===== config.mk =====
export PLATFORM = sky130hd
export DESIGN_NAME = abstract_cmd_unit
export DESIGN_NICKNAME = d
export VERILOG_FILES = /design/src/rtl/absc_pkg.sv /design/src/rtl/absc_ctrl.sv /design/src/rtl/absc_dpath.sv /design/src/rtl/abstract_cmd_unit.sv
export SDC_FILE = /design/constraint.sdc
export NUM_CORES = 1
export LEC_CHECK = 0
export BUFFER_PORTS_ARGS = -buffer_cell sky130_fd_sc_hd__buf_2
export CORE_ASPECT_RATIO = 2
export CORE_MARGIN = 1
export CORE_UTILIZATION = 45
export DETAILED_ROUTE_END_ITERATION = 16
export PLACE_DENSITY_LB_ADDON = 0.1
export SYNTH_ARGS = -nofsm -noshare
export SYNTH_HDL_FRONTEND = slang
export SYNTH_SLANG_ARGS = --single-unit

===== constraint.sdc =====
create_clock -name clk -period 3.95 [get_ports clk]
set_clock_uncertainty 0.1 [all_clocks]
set_input_delay 0.5925 -clock clk [delete_from_list [all_inputs] [get_ports clk]]
set_output_delay 0.5925 -clock clk [all_outputs]
set_load 0.005 [all_outputs]

===== src/rtl/absc_pkg.sv =====
package absc_pkg;

  localparam logic [6:0] ADDR_DATA0  = 7'h04;
  localparam logic [6:0] ADDR_STATUS = 7'h16;
  localparam logic [6:0] ADDR_CMD    = 7'h17;

  localparam logic [2:0] ERR_NONE   = 3'd0;
  localparam logic [2:0] ERR_BUSY   = 3'd1;
  localparam logic [2:0] ERR_UNSUP  = 3'd2;
  localparam logic [2:0] ERR_EXCEPT = 3'd3;
  localparam logic [2:0] ERR_HALT   = 3'd4;

  localparam logic [2:0] SIZE_WORD = 3'd2;

  // command word field positions
  localparam int CMD_TYPE_LO = 24;
  localparam int CMD_SIZE_LO = 20;
  localparam int CMD_INC_BIT = 19;
  localparam int CMD_EXEC_BIT = 18;
  localparam int CMD_XFER_BIT = 17;
  localparam int CMD_WR_BIT = 16;

  // status word field positions
  localparam int ST_PROG_LO = 24;
  localparam int ST_BUSY_BIT = 12;
  localparam int ST_ERR_LO = 8;

  typedef enum logic [1:0] {
    ST_IDLE,
    ST_XFER,
    ST_PROG,
    ST_PWAIT
  } absc_state_e;

  typedef struct packed {
    logic loadCmd;
    logic busData0;
    logic hartData0;
    logic incRegno;
  } absc_strobe_t;

endpackage


===== src/rtl/absc_ctrl.sv =====
module absc_ctrl
  import absc_pkg::*;
#(
  parameter int ADDR_W = 7,
  parameter int BUS_W = 32,
  parameter bit HAS_FP = 1'b1
) (
  input  logic               clk,
  input  logic               rstN,
  input  logic               busWe,
  input  logic [ADDR_W-1:0]  busAddr,
  input  logic [BUS_W-1:0]   busWdata,
  input  logic               hartHalted,
  input  logic               regAck,
  input  logic               regExc,
  input  logic               progDone,
  input  logic               progExc,
  input  logic [BUS_W-1:0]   cmdQ,
  output absc_strobe_t       strobe,
  output logic               busy,
  output logic [2:0]         cmdErr,
  output logic               regReq,
  output logic               progExec
);

  localparam logic [15:0] RegLimit = HAS_FP ? 16'h1040 : 16'h1020;

  absc_state_e state, stateNext;
  logic [2:0] errNext;

  logic cmdWr, dataWr, statWr;
  logic newXfer, newExec, typeBad, sizeBad, regBad, unsupported, accept;
  logic xferDone, progFin, hartFault;

  assign cmdWr  = busWe && (busAddr == ADDR_CMD);
  assign dataWr = busWe && (busAddr == ADDR_DATA0);
  assign statWr = busWe && (busAddr == ADDR_STATUS);

  assign newXfer = busWdata[CMD_XFER_BIT];
  assign newExec = busWdata[CMD_EXEC_BIT];
  assign typeBad = busWdata[BUS_W-1:CMD_TYPE_LO] != '0;
  assign sizeBad = busWdata[CMD_SIZE_LO+2:CMD_SIZE_LO] != SIZE_WORD;
  assign regBad  = busWdata[15:0] >= RegLimit;
  assign unsupported = typeBad || (newXfer && (sizeBad || regBad));

  assign busy = (state != ST_IDLE);
  assign accept = cmdWr && !busy && (cmdErr == ERR_NONE) && !unsupported && hartHalted;

  assign xferDone = (state == ST_XFER) && regAck;
  assign progFin  = (state == ST_PWAIT) && progDone;
  assign hartFault = (xferDone && regExc) || (progFin && progExc);

  always_comb begin
    stateNext = state;
    unique case (state)
      ST_IDLE: begin
        if (accept) begin
          if (newXfer) stateNext = ST_XFER;
          else if (newExec) stateNext = ST_PROG;
        end
      end
      ST_XFER: begin
        if (regAck) begin
          if (!regExc && cmdQ[CMD_EXEC_BIT]) stateNext = ST_PROG;
          else stateNext = ST_IDLE;
        end
      end
      ST_PROG:  stateNext = ST_PWAIT;
      ST_PWAIT: if (progDone) stateNext = ST_IDLE;
      default:  stateNext = ST_IDLE;
    endcase
  end

  always_comb begin
    errNext = cmdErr;
    if (statWr) errNext = cmdErr & ~busWdata[ST_ERR_LO+2:ST_ERR_LO];
    if (cmdErr == ERR_NONE) begin
      if (hartFault) errNext = ERR_EXCEPT;
      else if (busy && (cmdWr || dataWr)) errNext = ERR_BUSY;
      else if (cmdWr && unsupported) errNext = ERR_UNSUP;
      else if (cmdWr && !hartHalted) errNext = ERR_HALT;
    end
  end

  always_ff @(posedge clk) begin
    if (!rstN) begin
      state  <= ST_IDLE;
      cmdErr <= ERR_NONE;
    end else begin
      state  <= stateNext;
      cmdErr <= errNext;
    end
  end

  always_comb begin
    strobe.loadCmd   = accept;
    strobe.busData0  = dataWr && !busy;
    strobe.hartData0 = xferDone && !regExc && !cmdQ[CMD_WR_BIT];
    strobe.incRegno  = xferDone && !regExc && cmdQ[CMD_INC_BIT];
  end

  assign regReq   = (state == ST_XFER);
  assign progExec = (state == ST_PROG);

endmodule


===== src/rtl/absc_dpath.sv =====
module absc_dpath
  import absc_pkg::*;
#(
  parameter int ADDR_W = 7,
  parameter int BUS_W = 32,
  parameter int PROG_WORDS = 8,
  parameter int DATA_WORDS = 1
) (
  input  logic               clk,
  input  logic               rstN,
  input  absc_strobe_t       strobe,
  input  logic               busy,
  input  logic [2:0]         cmdErr,
  input  logic [ADDR_W-1:0]  busAddr,
  input  logic [BUS_W-1:0]   busWdata,
  input  logic [BUS_W-1:0]   regRdata,
  output logic [BUS_W-1:0]   busRdata,
  output logic [BUS_W-1:0]   cmdQ,
  output logic [BUS_W-1:0]   data0Q
);

  localparam logic [4:0] ProgField = 5'(PROG_WORDS);
  localparam logic [3:0] DataField = 4'(DATA_WORDS);

  logic [BUS_W-1:0] statusWord;

  always_ff @(posedge clk) begin
    if (!rstN) begin
      cmdQ   <= '0;
      data0Q <= '0;
    end else begin
      if (strobe.loadCmd) cmdQ <= busWdata;
      else if (strobe.incRegno) cmdQ[15:0] <= cmdQ[15:0] + 16'd1;
      if (strobe.hartData0) data0Q <= regRdata;
      else if (strobe.busData0) data0Q <= busWdata;
    end
  end

  always_comb begin
    statusWord = '0;
    statusWord[ST_PROG_LO+4:ST_PROG_LO] = ProgField;
    statusWord[ST_BUSY_BIT] = busy;
    statusWord[ST_ERR_LO+2:ST_ERR_LO] = cmdErr;
    statusWord[3:0] = DataField;
  end

  always_comb begin
    unique case (busAddr)
      ADDR_DATA0:  busRdata = data0Q;
      ADDR_STATUS: busRdata = statusWord;
      ADDR_CMD:    busRdata = cmdQ;
      default:     busRdata = '0;
    endcase
  end

endmodule


===== src/rtl/abstract_cmd_unit.sv =====
module abstract_cmd_unit
  import absc_pkg::*;
#(
  parameter int PROG_WORDS = 8,
  parameter int DATA_WORDS = 1,
  parameter bit HAS_FP = 1'b1
) (
  input  logic        clk,
  input  logic        rstN,
  input  logic        busWe,
  input  logic [6:0]  busAddr,
  input  logic [31:0] busWdata,
  output logic [31:0] busRdata,
  input  logic        hartHalted,
  output logic        regReq,
  output logic        regWrite,
  output logic [15:0] regNum,
  output logic [2:0]  regSize,
  output logic [31:0] regWdata,
  input  logic        regAck,
  input  logic        regExc,
  input  logic [31:0] regRdata,
  output logic        progExec,
  input  logic        progDone,
  input  logic        progExc
);

  localparam int AddrW = 7;
  localparam int BusW = 32;

  absc_strobe_t strobe;
  logic busy;
  logic [2:0] cmdErr;
  logic [BusW-1:0] cmdQ, data0Q;

  absc_ctrl #(.ADDR_W(AddrW), .BUS_W(BusW), .HAS_FP(HAS_FP)) u_ctrl (
    .clk(clk), .rstN(rstN), .busWe(busWe), .busAddr(busAddr), .busWdata(busWdata),
    .hartHalted(hartHalted), .regAck(regAck), .regExc(regExc),
    .progDone(progDone), .progExc(progExc), .cmdQ(cmdQ),
    .strobe(strobe), .busy(busy), .cmdErr(cmdErr),
    .regReq(regReq), .progExec(progExec)
  );

  absc_dpath #(.ADDR_W(AddrW), .BUS_W(BusW), .PROG_WORDS(PROG_WORDS),
               .DATA_WORDS(DATA_WORDS)) u_dpath (
    .clk(clk), .rstN(rstN), .strobe(strobe), .busy(busy), .cmdErr(cmdErr),
    .busAddr(busAddr), .busWdata(busWdata), .regRdata(regRdata),
    .busRdata(busRdata), .cmdQ(cmdQ), .data0Q(data0Q)
  );

  assign regWrite = cmdQ[CMD_WR_BIT];
  assign regNum   = cmdQ[15:0];
  assign regSize  = cmdQ[CMD_SIZE_LO+2:CMD_SIZE_LO];
  assign regWdata = data0Q;

endmodule


==> results of run 1 <==
[worst max-delay path: stages]
cell and delay [ns]:
buf_2 0.13, or4_1 0.52, o311a_1 0.37, or4_1 0.85, buf_4 0.35, a211oi_2 0.20, nor2_1 0.06
[flip-flops by register name, indices dropped and copies added (netlist names)]
name / count
u_ctrl.state: 2
u_dpath.cmdQ: 32
u_ctrl.cmdErr: 3
u_dpath.data0Q: 32
[logic make-up (layout without fill, tap and decap cells)]
group,Yosys count,in the layout
AOI/OAI and AO/OA,121,121
other,0,1
muxes,27,27
xor gates and xnor gates,6,6
adders and majority gates,1,1
and+or+nand+nor,156,156
buffers and inverters,59,195
DFF,69,69
[metal layers]
| layer | share of wire | up-vias | global-route usage |
|---|---|---|---|
| li1 | - | 1887 | - |
| met1 | 0.38 | 1917 | 0.361 |
| met2 | 0.52 | 182 | 0.559 |
| met3 | 0.060 | 28 | 0.0547 |
| met4 | 0.033 | 0 | 0.165 |
| met5 | 0 | - | 0 |
[path summary, 6_finish.rpt]
kind	depth (start not counted)	endpoint	slack (ns)
hold / removal	2	u_dpath.cmdQ[23]	0.36
setup reg to reg	6	u_dpath.cmdQ[6]	1.12
hold reg to reg	2	u_dpath.cmdQ[23]	0.36
setup / recovery	7	u_dpath.cmdQ[6]	0.99
[Yosys cell counts (2+ instances only)]
cell	count	area, µm²
a211oi_2	4	50.1
a22oi_1	6	45.0
mux2i_1	27	270
nor2b_1	6	37.5
a32oi_1	2	17.5
a21oi_1	21	105
nand3_1	21	105
buf_4	19	143
a211oi_1	27	203
o21ai_0	10	50.1
o21a_1	2	15.0
nor4_1	4	25.0
a222oi_1	3	30.0
or4_1	3	22.5
nand4_1	8	50.1
o311a_1	2	20.0
and4_1	5	43.8
buf_2	7	35.0
inv_1	5	18.8
xnor2_1	2	17.5
a22o_1	26	228
clkbuf_1	25	93.8
and2_1	4	25.0
and3_1	16	100
o311ai_1	3	26.3
nor3_1	3	15.0
buf_6	2	22.5
nand2_1	37	139
o31a_1	2	17.5
a31oi_1	4	25.0
o21ai_1	3	15.0
nor2_1	37	139
xor2_1	4	35.0
dfxtp_1	69	1380
[power by group]
part	total, µW	internal, µW	switching (µW)
sequential	698	697	0.665
combinational	86.6	36.3	50.3
clock	758	456	302
[through the flow]
stage	setup slack [ns]	hold WS [ns]	area, µm²	instances	total power, µW
after detailed placement	0.664	0.353	4450	655	798
final	0.988	0.361	4730	672	1540
after global placement	0.711	0.349	4450	655	797
after CTS	1.01	0.361	4730	671	1550
after floorplan	1.21	0.332	3730	439	737
after global routing	0.762	0.381	4730	672	1590
[cell type report]
type / instances / area [µm²] / area share
antenna: 1 / 2.50 / 0.000529
clock buffer: 12 / 256 / 0.0542
clock inverter: 4 / 22.5 / 0.00476
inverter: 6 / 22.5 / 0.00476
multi-input combinational: 311 / 2040 / 0.431
sequential: 69 / 1380 / 0.292
tap: 96 / 120 / 0.0254
timing repair buffer: 173 / 888 / 0.188
==> results.txt, run 1 <==
Max-cap violations: 0
Main combinational cell family by area after synthesis: compound AO/OA/AOI/OAI gates
Area Overhead vs Synth: 26.8%
Top_reg_cell synth: dfxtp_1
RSZ-0062 raised after global routing: no
CTS Hold Bufs: 0
Startpoint types: input port
Mux contribution to synthesized area: 0.0724
Post-synthesis simple-gate area fraction: 0.214
Vias post-DR: 4014
Core area: 0.00800 mm²
Hold_sp: u_dpath.cmdQ[23]
Outcome: finished, final reports clean
PortBufs: 164
Hold WC Path Type: reg2reg
Die Height: 131 µm
Relative slew slack: 0.301
Root Driver: clkbuf_16
Fin crit period: 2.96 ns
Critical path peak fanout: 19
Slew Limit Fails: 0
Crit end category: flip-flop
Initial Util: 0.467
Wire per inst: 19.8 µm
Antenna violations before repair: 1
DR vias/cell: 5.97
Period utilisation layout: 0.750
Post-route antenna net violation count: 0
R2r startpoint: u_ctrl.state[1]
Post-Route Setup TNS: 0 ns
CP Data Arrival Time: 3.09 ns
Share of layout cells above drive strength 1: 0.344
Global-route wire length before repair: 20300 µm
Avg Cell Area, Syn: 8.51 µm²
TritonRoute pass-1 iters: 5
Die width: 66.4 µm
Slew @ Worst Pin: 1.05 ns
Post-CTS sizing: 0
Remaining global-route overflow: 0
CTS Buf Count: 9
Tot GR Track Use: 0.319
Final core occ: 0.592
Sequential-to-total area share from yosys stat: 0.370
# IOs: 165
Synth Area in Adders: 0.00335
Synthesized area: 0.00373 mm²
CTS Buffer Depth: 2
Post-synth EDFFs: 0
Synth warnings: 0
Final hold vios: 0
Synth Area in XOR/XNOR: 0.0141
Mapped Cells: 439
Pin count of the biggest net entering global routing: 56
Pwr dens: 326 mW/mm²
Synth Area in Compound Gates: 0.241
DR iter-0 viols: 285
CP Data Required Time: 4.07 ns
# DRC: 0
Kind of critical path: in2reg
Routed wire length: 13300 µm
CTS clk-pin slew, worst paths: 0.06 ns
Sink Count: 69
# Post-CTS Setup Buffers: 0
Unique cell type count in the Yosys netlist: 54
Final setup fails: 0
Global placement routability congestion: 0.947
Num rows: 46
Max IR drop VDD: 250 µV
Worst skew pair latency: 0.33 ns
Number of global-route vias before repair: 3806
CTS tree: built
Dpl hpwl: 9840 µm
Most common cell after layout, fill and taps aside: buf_2
Worst Setup SP: busWdata[11]
Synth async-reset ratio: 0
Fmax: 338 MHz
Die ar.: 0.00869 mm²
H-tree Lvls: 3
Seq cells post-synth: 69
Layout Nets: 650
Most frequent cells in the layout: buf_2, dfxtp_1, nand2_1, nor2_1
Leakage: 0.00212 µW
Mapped Nets: 519
Fill cells: 769
Power figures use the tool's default switching activity.
==> inputs of run 2 (changes only) <==
CORE_UTILIZATION = 43   (was 45)
clock period = 2.5 ns   (was 3.95 ns; I/O delays follow)
==> run 2 against run 1 <==
Net effect:
- first-iteration DRC count grew 6.7%
- highest routed layer unchanged
- largest power group unchanged
- register-to-register slack lost 0.72 ns
- critical endpoint unchanged
- critical path type unchanged
- sequential cell count is the same
- power grew 66%
- sequential share of layout area shrank 1.6 points
==> results.txt, run 2 (synthesis results as in run 1) <==
Most frequent CP cell: or4_1
Initial Util: 0.447 (-0.0196)
Slew Limit Fails: 0 (unchanged)
Worst skew pair latency: 0.34 ns (about the same)
Dpl hpwl: 9880 µm (+0.47%)
# Post-CTS Setup Buffers: 0 (unchanged)
Slew @ Worst Pin: 0.579 ns (-0.469 ns)
Crit end category: flip-flop
Fin crit period: 2.28 ns
Uppermost layer routed: met4
Max-cap violations: 0 (unchanged)
CTS Buf Count: 9 (unchanged)
Leakage: 0.00228 µW (+7.6%)
Routed wire length: 13200 µm (-0.68%)
Final hold vios: 0 (unchanged)
Crit path max-delay family: simple AND/OR/NAND/NOR gates
Remaining global-route overflow: 0 (unchanged)
CTS tree: built
Critical-path cell list: buf_2 > or4_1 > o311a_1 > or4_1 > buf_12 > a211oi_2 > nor2_1
Worst Setup SP: busWdata[11]
Period utilisation layout: 0.912
Post-route antenna net violation count: 0 (unchanged)
PortBufs: 164 (unchanged)
Number of global-route vias before repair: 3967 (+4.2%)
RSZ-0062 raised after global routing: no
Wire per inst: 19.0 µm (-4.2%)
Worst Reg-to-Reg Cells: 6 (unchanged)
Post-CTS sizing: 0 (unchanged)
CP Data Required Time: 2.63 ns (-1.44 ns)
Slowest stage cell, crit path: or4_1
WHS Path Cells: 3 (+1)
Core area: 0.00835 mm² (+4.4%)
Vias post-DR: 4059 (+1.1%)
DR iter-0 viols: 304 (+6.7%)
Critical path peak fanout: 32 (+13)
Layout Nets: 676 (+4.0%)
CTS clk-pin slew, worst paths: 0.06 ns (about the same)
Tot GR Track Use: 0.302 (-0.0176)
Hold_sp: busWdata[4]
Antenna violations before repair: 0 (-1)
# IOs: 165 (unchanged)
CP Data Arrival Time: 2.41 ns (-0.68 ns)
Global-route wire length before repair: 20100 µm (-0.82%)
Area Overhead vs Synth: 34.2%
R2r startpoint: u_ctrl.state[1]
Die width: 67.9 µm (+2.2%)
Max IR drop VDD: 425 µV (+70%)
Root Driver: clkbuf_16
Num rows: 47 (+2.2%)
Metal3 WL: 696 µm (-12%)
Antenna diodes: 0 (-1)
Share of layout cells above drive strength 1: 0.371 (+0.0263)
H-tree Lvls: 3 (unchanged)
DR vias/cell: 5.82 (-2.5%)
# DRC: 0 (unchanged)
Hold WC Path Type: in2reg
Final setup fails: 0 (unchanged)
Kind of critical path: in2reg
Startpoint types: input port
Most common cell after layout, fill and taps aside: buf_2
Bufs and invs on worst path: 2 (unchanged)
Critical Path Stages: 7 (unchanged)
Crit path largest cell delay: 0.58 ns (-0.27 ns)
Routed wl met2: 6940 µm (-0.59%)
Pwr Total: 2560 µW (+66%)
Fmax: 439 MHz
CTS Hold Bufs: 0 (unchanged)
Die Height: 134 µm (+2.3%)
Post-Route Setup TNS: 0 ns (unchanged)
Met1 Wirelength: 5000 µm (-2.0%)
Relative slew slack: 0.610 (+0.309)
Global placement routability congestion: 0.897 (-5.3%)
Most frequent cells in the layout: buf_2, dfxtp_1, nand2_1, nor2_1, buf_4
TritonRoute pass-1 iters: 4 (-1)
Biggest regs: u_dpath.cmdQ: 32 flops, u_dpath.data0Q: 32 flops, u_ctrl.cmdErr: 3 flops
Pin count of the biggest net entering global routing: 55 (-1.8%)
Outcome: finished, final reports clean
CTS Buffer Depth: 2 (unchanged)
Pwr dens: 512 mW/mm² (+57%)
Sink Count: 69 (unchanged)
Die ar.: 0.00909 mm² (+4.5%)
run 2: cell count changes in the layout (fill, tap and decap cells not counted):
cell        previous run  this run
bufinv_16              0         1
clkinvlp_4             1         0
clkinv_2               3         0
diode_2                1         0
buf_4                  9        30
clkbuf_8               2         3
buf_12                 0         5
run 2: cell type report:
type | count | area [µm²]
Clock inverter | 1 | 30.0
Clock buffer | 13 | 270
Timing Repair Buffer | 199 | 1150
Fill cell | 796 | 3340
Multi-Input combinational cell | 311 | 2040
Tap cell | 98 | 123
Inverter | 6 | 22.5
Sequential cell | 69 | 1380
run 2: worst paths after layout:
check	end	slack, ns
worst min register to register	u_dpath.data0Q[18]	0.37
worst max-delay path	u_dpath.cmdQ[6]	0.22
worst max register to register	u_dpath.cmdQ[12]	0.40
worst min-delay path	u_dpath.cmdQ[4]	0.18
run 2: worst reg2reg max path, cell delays in order (launching register included):
cell,delay (ns)
dfxtp_1,0.32
buf_4,0.16
and4bb_1,0.50
nand2_1,0.37
nor4_1,0.34
o21ai_0,0.14
o211ai_1,0.09
run 2: per-layer routing:
layer | up-vias | GRT usage
li1 | 1940 | -
met1 | 1922 | 0.322
met2 | 165 | 0.537
met3 | 32 | 0.0442
met4 | 0 | 0.169
met5 | - | 0
run 2: report_power, final:
| part | switching (µW) | internal (µW) |
|---|---|---|
| combinational | 85.6 | 72.8 |
| clock | 461 | 843 |
| sequential | 0.980 | 1100 |
run 2: per-stage QoR:
stage,setup WS [ns],utilization,area (µm²),hold WS [ns],instances
2_1_floorplan,0.0471,-,3730,0.332,439
3_3_place_gp,-0.0900,0.564,4710,0.342,683
3_5_place_dp,-0.102,0.564,4710,0.352,683
4_1_cts,0.228,0.600,5010,0.189,697
5_1_grt,0.103,0.600,5010,0.215,697
6_report,0.220,0.600,5010,0.184,697
